$ cat config.mk
export PLATFORM = sky130hd
export DESIGN_NAME = sfq_sched
export DESIGN_NICKNAME = d
export VERILOG_FILES = /design/src/rtl/sfq_pkg.sv /design/src/rtl/sfq_tag_fifo.sv /design/src/rtl/sfq_tag_calc.sv /design/src/rtl/sfq_min_pick.sv /design/src/rtl/sfq_sched.sv
export SDC_FILE = /design/constraint.sdc
export NUM_CORES = 2
export LEC_CHECK = 0
export ABC_AREA = 1
export BUFFER_PORTS_ARGS = -buffer_cell sky130_fd_sc_hd__buf_2
export CAP_MARGIN = 5
export CORE_MARGIN = 2
export CORE_UTILIZATION = 38
export CTS_BUF_LIST = sky130_fd_sc_hd__clkbuf_8 sky130_fd_sc_hd__clkbuf_16
export DETAILED_ROUTE_END_ITERATION = 12
export MAX_ROUTING_LAYER = met4
export PLACE_DENSITY = 0.56
export SYNTH_ARGS = -nofsm -noshare
export SYNTH_HDL_FRONTEND = slang
export SYNTH_SLANG_ARGS = --single-unit
$ cat constraint.sdc
create_clock -name clk -period 26.4 [get_ports clk]
set_input_delay 3.96 -clock clk [delete_from_list [all_inputs] [get_ports clk]]
set_output_delay 3.96 -clock clk [all_outputs]
set_load 0.05 [all_outputs]
$ cat src/rtl/sfq_pkg.sv
package sfq_pkg;

    // Busy-period tracking states
    typedef enum logic {
        ST_IDLE = 1'b0,
        ST_BUSY = 1'b1
    } sched_state_e;

endpackage

$ cat src/rtl/sfq_tag_fifo.sv
// Per-flow start-tag queue; push and pop may share a cycle (R9 order).
module sfq_tag_fifo #(
    parameter int DEPTH = 8,
    parameter int W     = 32
) (
    input  logic         clk,
    input  logic         rst_n,
    input  logic         push,
    input  logic [W-1:0] push_data,
    input  logic         pop,
    output logic [W-1:0] head,
    output logic         empty,
    output logic         full
);
    localparam int AW = $clog2(DEPTH);

    logic [W-1:0]  mem [DEPTH];
    logic [AW-1:0] wr_ptr, rd_ptr;
    logic [AW:0]   count;

    logic do_push, do_pop;

    assign empty   = (count == '0);
    assign full    = (count == (AW+1)'(DEPTH));
    assign do_push = push && !full;
    assign do_pop  = pop && !empty;
    assign head    = mem[rd_ptr];

    always_ff @(posedge clk) begin
        if (do_push) begin
            mem[wr_ptr] <= push_data;
        end
    end

    always_ff @(posedge clk) begin
        if (!rst_n) begin
            wr_ptr <= '0;
            rd_ptr <= '0;
            count  <= '0;
        end else begin
            if (do_push) begin
                wr_ptr <= wr_ptr + 1'b1;
            end
            if (do_pop) begin
                rd_ptr <= rd_ptr + 1'b1;
            end
            unique case ({do_push, do_pop})
                2'b10:   count <= count + 1'b1;
                2'b01:   count <= count - 1'b1;
                default: count <= count;
            endcase
        end
    end
endmodule

$ cat src/rtl/sfq_tag_calc.sv
// Start/finish tag arithmetic for one arrival.
module sfq_tag_calc #(
    parameter int TAG_W  = 32,
    parameter int LEN_W  = 16,
    parameter int INV_W  = 16,
    parameter int FRAC_W = 8
) (
    input  logic [TAG_W-1:0] vnow,
    input  logic [TAG_W-1:0] prev_fin,
    input  logic [LEN_W-1:0] len,
    input  logic [INV_W-1:0] inv,
    output logic [TAG_W-1:0] start_tag,
    output logic [TAG_W-1:0] finish_tag
);
    localparam int PROD_W = LEN_W + INV_W;

    logic [PROD_W-1:0] prod;
    logic [PROD_W-1:0] scaled;
    logic [TAG_W-1:0]  incr;

    always_comb begin
        prod       = PROD_W'(len) * PROD_W'(inv);
        scaled     = prod >> FRAC_W;
        incr       = TAG_W'(scaled);
        start_tag  = (vnow > prev_fin) ? vnow : prev_fin;
        finish_tag = start_tag + incr;
    end
endmodule

$ cat src/rtl/sfq_min_pick.sv
// Smallest head start tag among non-empty flows; ties to the lowest index.
module sfq_min_pick #(
    parameter int N  = 4,
    parameter int W  = 32,
    parameter int IW = 2
) (
    input  logic [N-1:0]        vld,
    input  logic [N-1:0][W-1:0] tags,
    output logic                found,
    output logic [IW-1:0]       idx,
    output logic [W-1:0]        tag
);
    always_comb begin
        found = 1'b0;
        idx   = '0;
        tag   = '0;
        for (int i = 0; i < N; i++) begin
            if (vld[i] && (!found || (tags[i] < tag))) begin
                found = 1'b1;
                idx   = IW'(i);
                tag   = tags[i];
            end
        end
    end
endmodule

$ cat src/rtl/sfq_sched.sv
module sfq_sched
    import sfq_pkg::*;
#(
    parameter  int NUM_FLOWS  = 4,
    parameter  int FIFO_DEPTH = 8,
    parameter  int TAG_W      = 32,
    parameter  int LEN_W      = 16,
    parameter  int INV_W      = 16,
    parameter  int FRAC_W     = 8,
    localparam int FLOW_W     = $clog2(NUM_FLOWS)
) (
    input  logic              clk,
    input  logic              rst_n,
    input  logic              cfg_we,
    input  logic [FLOW_W-1:0] cfg_flow,
    input  logic [INV_W-1:0]  cfg_inv,
    input  logic              arr_valid,
    output logic              arr_ready,
    input  logic [FLOW_W-1:0] arr_flow,
    input  logic [LEN_W-1:0]  arr_len,
    output logic              arr_err,
    input  logic              deq_valid,
    output logic              deq_ready,
    output logic              gnt_valid,
    output logic              gnt_none,
    output logic [FLOW_W-1:0] gnt_flow,
    output logic [TAG_W-1:0]  gnt_tag,
    output logic [TAG_W-1:0]  virt_time
);
    localparam logic [INV_W-1:0] INV_ONE = INV_W'(1 << FRAC_W);

    sched_state_e state_q, state_d;

    logic [NUM_FLOWS-1:0]            fifo_empty, fifo_full, fifo_push, fifo_pop;
    logic [NUM_FLOWS-1:0][TAG_W-1:0] fifo_head;
    logic [NUM_FLOWS-1:0][INV_W-1:0] inv_q;
    logic [NUM_FLOWS-1:0][TAG_W-1:0] last_fin_q;

    logic [TAG_W-1:0]  vtime_q, max_fin_q;
    logic [TAG_W-1:0]  new_start, new_finish, pick_tag;
    logic              pick_found;
    logic [FLOW_W-1:0] pick_idx;
    logic              arr_acc, deq_hit, drain;

    // Handshake decode: refusal only when the addressed queue is full
    assign arr_ready = ~fifo_full[arr_flow];
    assign deq_ready = 1'b1;
    assign arr_acc   = arr_valid & arr_ready;
    assign deq_hit   = deq_valid & pick_found;
    // the busy period ends on an empty request with no arrival
    assign drain     = (state_q == ST_BUSY) & deq_valid & ~pick_found & ~arr_acc;
    assign virt_time = vtime_q;

    // Per-flow tag queues
    for (genvar g = 0; g < NUM_FLOWS; g++) begin : g_flow
        assign fifo_push[g] = arr_acc && (arr_flow == FLOW_W'(g));
        assign fifo_pop[g]  = deq_hit && (pick_idx == FLOW_W'(g));

        sfq_tag_fifo #(
            .DEPTH (FIFO_DEPTH),
            .W     (TAG_W)
        ) u_fifo (
            .clk       (clk),
            .rst_n     (rst_n),
            .push      (fifo_push[g]),
            .push_data (new_start),
            .pop       (fifo_pop[g]),
            .head      (fifo_head[g]),
            .empty     (fifo_empty[g]),
            .full      (fifo_full[g])
        );
    end

    // tags use the virtual time before this cycle's update
    sfq_tag_calc #(
        .TAG_W  (TAG_W),
        .LEN_W  (LEN_W),
        .INV_W  (INV_W),
        .FRAC_W (FRAC_W)
    ) u_calc (
        .vnow       (vtime_q),
        .prev_fin   (last_fin_q[arr_flow]),
        .len        (arr_len),
        .inv        (inv_q[arr_flow]),
        .start_tag  (new_start),
        .finish_tag (new_finish)
    );

    sfq_min_pick #(
        .N  (NUM_FLOWS),
        .W  (TAG_W),
        .IW (FLOW_W)
    ) u_pick (
        .vld   (~fifo_empty),
        .tags  (fifo_head),
        .found (pick_found),
        .idx   (pick_idx),
        .tag   (pick_tag)
    );

    // Next state: open on accepted arrival, drain on empty request
    always_comb begin
        state_d = state_q;
        unique case (state_q)
            ST_IDLE: if (arr_acc) state_d = ST_BUSY;
            ST_BUSY: if (drain)   state_d = ST_IDLE;
            default: state_d = ST_IDLE;
        endcase
    end

    // State register
    always_ff @(posedge clk) begin
        if (!rst_n) begin
            state_q <= ST_IDLE;
        end else begin
            state_q <= state_d;
        end
    end

    // Tag bookkeeping and virtual time
    always_ff @(posedge clk) begin
        if (!rst_n) begin
            vtime_q    <= '0;
            max_fin_q  <= '0;
            last_fin_q <= '0;
            for (int i = 0; i < NUM_FLOWS; i++) begin
                inv_q[i] <= INV_ONE;
            end
        end else begin
            if (cfg_we) begin
                inv_q[cfg_flow] <= cfg_inv;
            end
            if (arr_acc) begin
                last_fin_q[arr_flow] <= new_finish;
                if (new_finish > max_fin_q) begin
                    max_fin_q <= new_finish;
                end
            end
            if (deq_hit) begin
                vtime_q <= pick_tag;
            end else if (drain) begin
                vtime_q <= max_fin_q;
            end
        end
    end

    // Registered responses
    always_ff @(posedge clk) begin
        if (!rst_n) begin
            gnt_valid <= 1'b0;
            gnt_none  <= 1'b0;
            gnt_flow  <= '0;
            gnt_tag   <= '0;
            arr_err   <= 1'b0;
        end else begin
            gnt_valid <= deq_hit;
            gnt_none  <= deq_valid & ~pick_found;
            arr_err   <= arr_valid & ~arr_ready;
            if (deq_hit) begin
                gnt_flow <= pick_idx;
                gnt_tag  <= pick_tag;
            end
        end
    end
endmodule

==> results.py <==
metrics = {
    "run_status": {
        "run_status": "complete, no violations",
    },
    "die": {
        "top_level_ports": 112,
        "num_rows": 154,
        "start_util_pct": 38.3,
        "full_die_area_sq_um": 181000,
        "chipHeight_microns": 425,
        "die_w_microns": 425,
        "floorplan.core_area_sq_um": 176000,
    },
    "timing": {
        "report.final.hold_viol_count": 0,
        "rsz0062_at_grt": "no",
        "fmax_mhz": 62.7,
        "final-setup-viol-count": 0,
        "clock-skew-final_ns": 0.0284,
        "finalCritPeriodShare_pct": 60.4,
        "tightestPinTransition_ns": 1.43,
        "worst_hold_slack_ns": 0.456,
        "finalCriticalPeriod_ns": 15.95,
        "maxSlewHeadroom_pct": 3.48,
        "timing.final.max_slew_violations": 0,
        "fin_setup_tns_ns": 0,
    },
    "power": {
        "p_leak_nw": 30.5,
        "total_power_per_unit_cell_area_nw_per_um2": 112,
        "peakVddDrop_v": 0.0000846,
    },
    "global_routing": {
        "first_global_vias": 47785,
        "antenna_violations_before_repair": 13,
        "global_route_total_usage_across_every_layer_pct": 23.4,
        "grt_start_max_net_pins": 109,
        "grt_remaining_overflow": 0,
        "grt_first_pass_wirelength_microns": 308000,
    },
    "clock_tree": {
        "clk_transition_reported_paths_ns": 0.06,
        "clock_tree.root_cell": "sky130_fd_sc_hd__clkbuf_16",
        "cts-hold-fix-buffers": 0,
        "cts_post_setup_buffers_inserted": 0,
        "tritoncts": "done",
        "ctsLongestPathBuffers": 3,
        "clock_insertion_delay_worst_skew_ns": 0.79,
        "numClockSinks": 1370,
        "cts-resized-gates": 0,
        "htree_levels": 4,
        "cts_buffers": 153,
    },
    "route": {
        "detail_route.first_pass.iterations": 6,
        "vias_per_cell": 5.35,
        "routed-via-count": 49442,
        "wl_microns": 207000,
        "drt_first_iter_violations": 4538,
        "post-route-drc-count": 0,
        "drt.antenna.violating_nets": 0,
        "routedWlPerCell_microns": 22.5,
    },
    "worst_setup_path": {
        "critical_path.endpoint_type": "flop",
        "endpoint_required_time_on_the_critical_path_ns": 27.05,
        "arrival_ns": 16.60,
        "worst_r2r_endpoint": "g_flow[1].u_fifo.count[3]",
        "timing.critical_path.fanout_max": 37,
        "cpPeakStageDelay_ns": 0.59,
        "timing.critical_path.slowest_stage_cell": "sky130_fd_sc_hd__clkinv_1",
        "timing.setup.critical_path_class": "primary input to flop",
        "cp_common_cell": "sky130_fd_sc_hd__inv_1",
        "r2r_slack_ns": 13.24,
        "r2r_cells": 52,
        "worst_setup_path_start_kind": "primary input",
    },
    "yosys": {
        "post_synth_num_cell_types": 51,
        "synth-xor-area-share_pct": 0.611,
        "synth_enable_flop_cells": 1024,
        "dominantRegCellSynth": "sky130_fd_sc_hd__edfxtp_1",
        "largest_family_of_logic_cells_by_synthesized_area": "compound AO/OA/AOI/OAI gates",
        "synthAdderAreaFrac_pct": 11.5,
        "synthMuxAreaShare_pct": 0,
        "post_synthesis_async_set_or_reset_flop_share_pct": 0,
        "synth.net_count": 7276,
        "synthesis.instances": 6735,
        "postSynthAreaPerCell_sq_um": 10.0,
        "synth_area_sq_um": 67400,
        "synth_simple_gate_area_share_pct": 11.9,
        "synth_sequential_area_ratio_pct": 55.9,
        "yosysWarningCount": 0,
        "synth_seq_cells": 1370,
        "synth-compound-area-share_pct": 13.7,
    },
    "cells_and_area": {
        "drive_above_1_share_pct": 8.15,
        "syn_to_final_growth_pct": 12.5,
        "nFillCells": 16937,
        "nNetsFinal": 7307,
    },
    "placement": {
        "place_congestion": 0.954,
        "io_buffers": 110,
        "hpwlAfterDp_microns": 130000,
    },
    "hold_path": {
        "hold_depth": 2,
        "hold_sp": "inv_q[55]",
        "min_to": "inv_q[55]",
        "min_path_type": "flop to flop",
    },
    "run": {
        "maxCapViolations": 0,
    },
}
-- state kept, by name, indices dropped and copies added (netlist names), named ones only --
register,count
arr_err,1
g_flow.u_fifo.count,16
g_flow.u_fifo.mem,1024
g_flow.u_fifo.rd_ptr,12
g_flow.u_fifo.wr_ptr,12
gnt_flow,2
gnt_none,1
gnt_tag,32
gnt_valid,1
inv_q,64
last_fin_q,128
max_fin_q,32
state_q,1
virt_time,32
-- worst max path at each step --
stage / from / end / slack, ns / cells past startpoint
floorplan: arr_flow[1] / max_fin_q[17] / 11.86 / 63
global placement: arr_flow[0] / max_fin_q[12] / 9.91 / 62
detailed placement: arr_flow[0] / max_fin_q[13] / 9.76 / 62
CTS: arr_flow[0] / max_fin_q[13] / 10.57 / 62
global route: arr_flow[0] / max_fin_q[13] / 9.35 / 62
finish: arr_flow[0] / max_fin_q[13] / 10.45 / 62
-- synth_stat cells (all sizes together) (2+ instances only) --
cell type,number,share of area (%)
a2111oi,4,0.052
a211oi,13,0.14
a21boi,2,0.028
a21o,7,0.078
a21oi,343,2.5
a221oi,35,0.45
a22oi,15,0.17
a31oi,90,0.84
a32o,15,0.22
and2,5,0.046
buf,47,0.33
clkbuf,307,1.7
clkinv,13,0.072
dfxtp,346,10
edfxtp,1024,46
fa,198,5.9
ha,302,5.6
inv,771,4.3
nand2,843,4.7
nand3,159,1.2
nand4,20,0.19
nor2,977,5.5
nor3,12,0.089
nor4,5,0.046
nor4b,2,0.026
o211ai,53,0.59
o21a,12,0.13
o21ai,839,6.2
o21bai,25,0.28
o221ai,45,0.58
o22ai,137,1.3
o41ai,2,0.026
or2,14,0.13
xnor2,12,0.16
xor2,35,0.45
-- placed cells by master, fill, tap and decap left out, drive strengths merged, types with 90 or more instances in the layout --
| master | n |
|---|---|
| o22ai | 137 |
| nand2 | 843 |
| buf | 230 |
| edfxtp | 1024 |
| a21oi | 343 |
| nand3 | 159 |
| clkbuf | 162 |
| fa | 198 |
| a31oi | 90 |
| ha | 302 |
| inv | 814 |
| nor2 | 977 |
| o21ai | 839 |
| dfxtp | 346 |
-- power by group --
group / switching [mW] / internal, mW / leakage [nW]
Combinational: 2.67 / 0.947 / 15.7
Sequential: 0.0860 / 2.74 / 12.2
Clock: 0.889 / 1.17 / 2.55
-- layout make-up --
class / instances / area (sq um) / share of cell area [%]
Inverter: 784 / 2950 / 3.89
Multi-Input combinational cell: 4227 / 25900 / 34.2
Clock buffer: 162 / 3990 / 5.26
Timing Repair Buffer: 230 / 1460 / 1.92
Antenna cell: 4 / 10.0 / 0.0132
Sequential cell: 1370 / 37700 / 49.7
Tap cell: 2340 / 2930 / 3.86
Clock inverter: 119 / 878 / 1.16
-- critical path, delay by kind of cell --
kind / cells / cell delay [ns]
adder cells (fa/ha/maj): 9 / 3.66
buffers and inverters: 19 / 2.91
AND/OR/NAND/NOR: 12 / 1.49
XOR/XNOR: 2 / 0.51
AO/OA/AOI/OAI: 20 / 4.02
-- through the flow --
stage / setup slack, ns / util, % / total power, mW / area (sq um) / std cells
final: 10.45 / 43.1 / 8.50 / 75800 / 9236
after floorplan: 11.86 / - / 4.98 / 67400 / 6735
after CTS: 10.57 / 43.0 / 8.50 / 75800 / 9231
after detailed placement: 9.76 / 40.3 / 6.43 / 70900 / 8950
after global routing: 9.35 / 43.0 / 8.98 / 75800 / 9233
after global placement: 9.91 / 40.3 / 6.37 / 70900 / 8950
-- logic make-up after synthesis --
kind of cell	after synthesis
xor+xnor	47
flops	1370
compound gates	1641
other cells	1
fa+ha+maj	500
buf+inv	1138
simple gates	2038
-- routing by layer --
layer / global-route usage (%) / routed length [microns] / vias up
li1: - / - / 23106
met1: 30.6 / 88600 / 24496
met2: 37.0 / 97200 / 1562
met3: 3.84 / 14400 / 278
met4: 8.12 / 7250 / 0
met5: - / 0 / -
No activity file was read; power rests on OpenSTA's default activity.
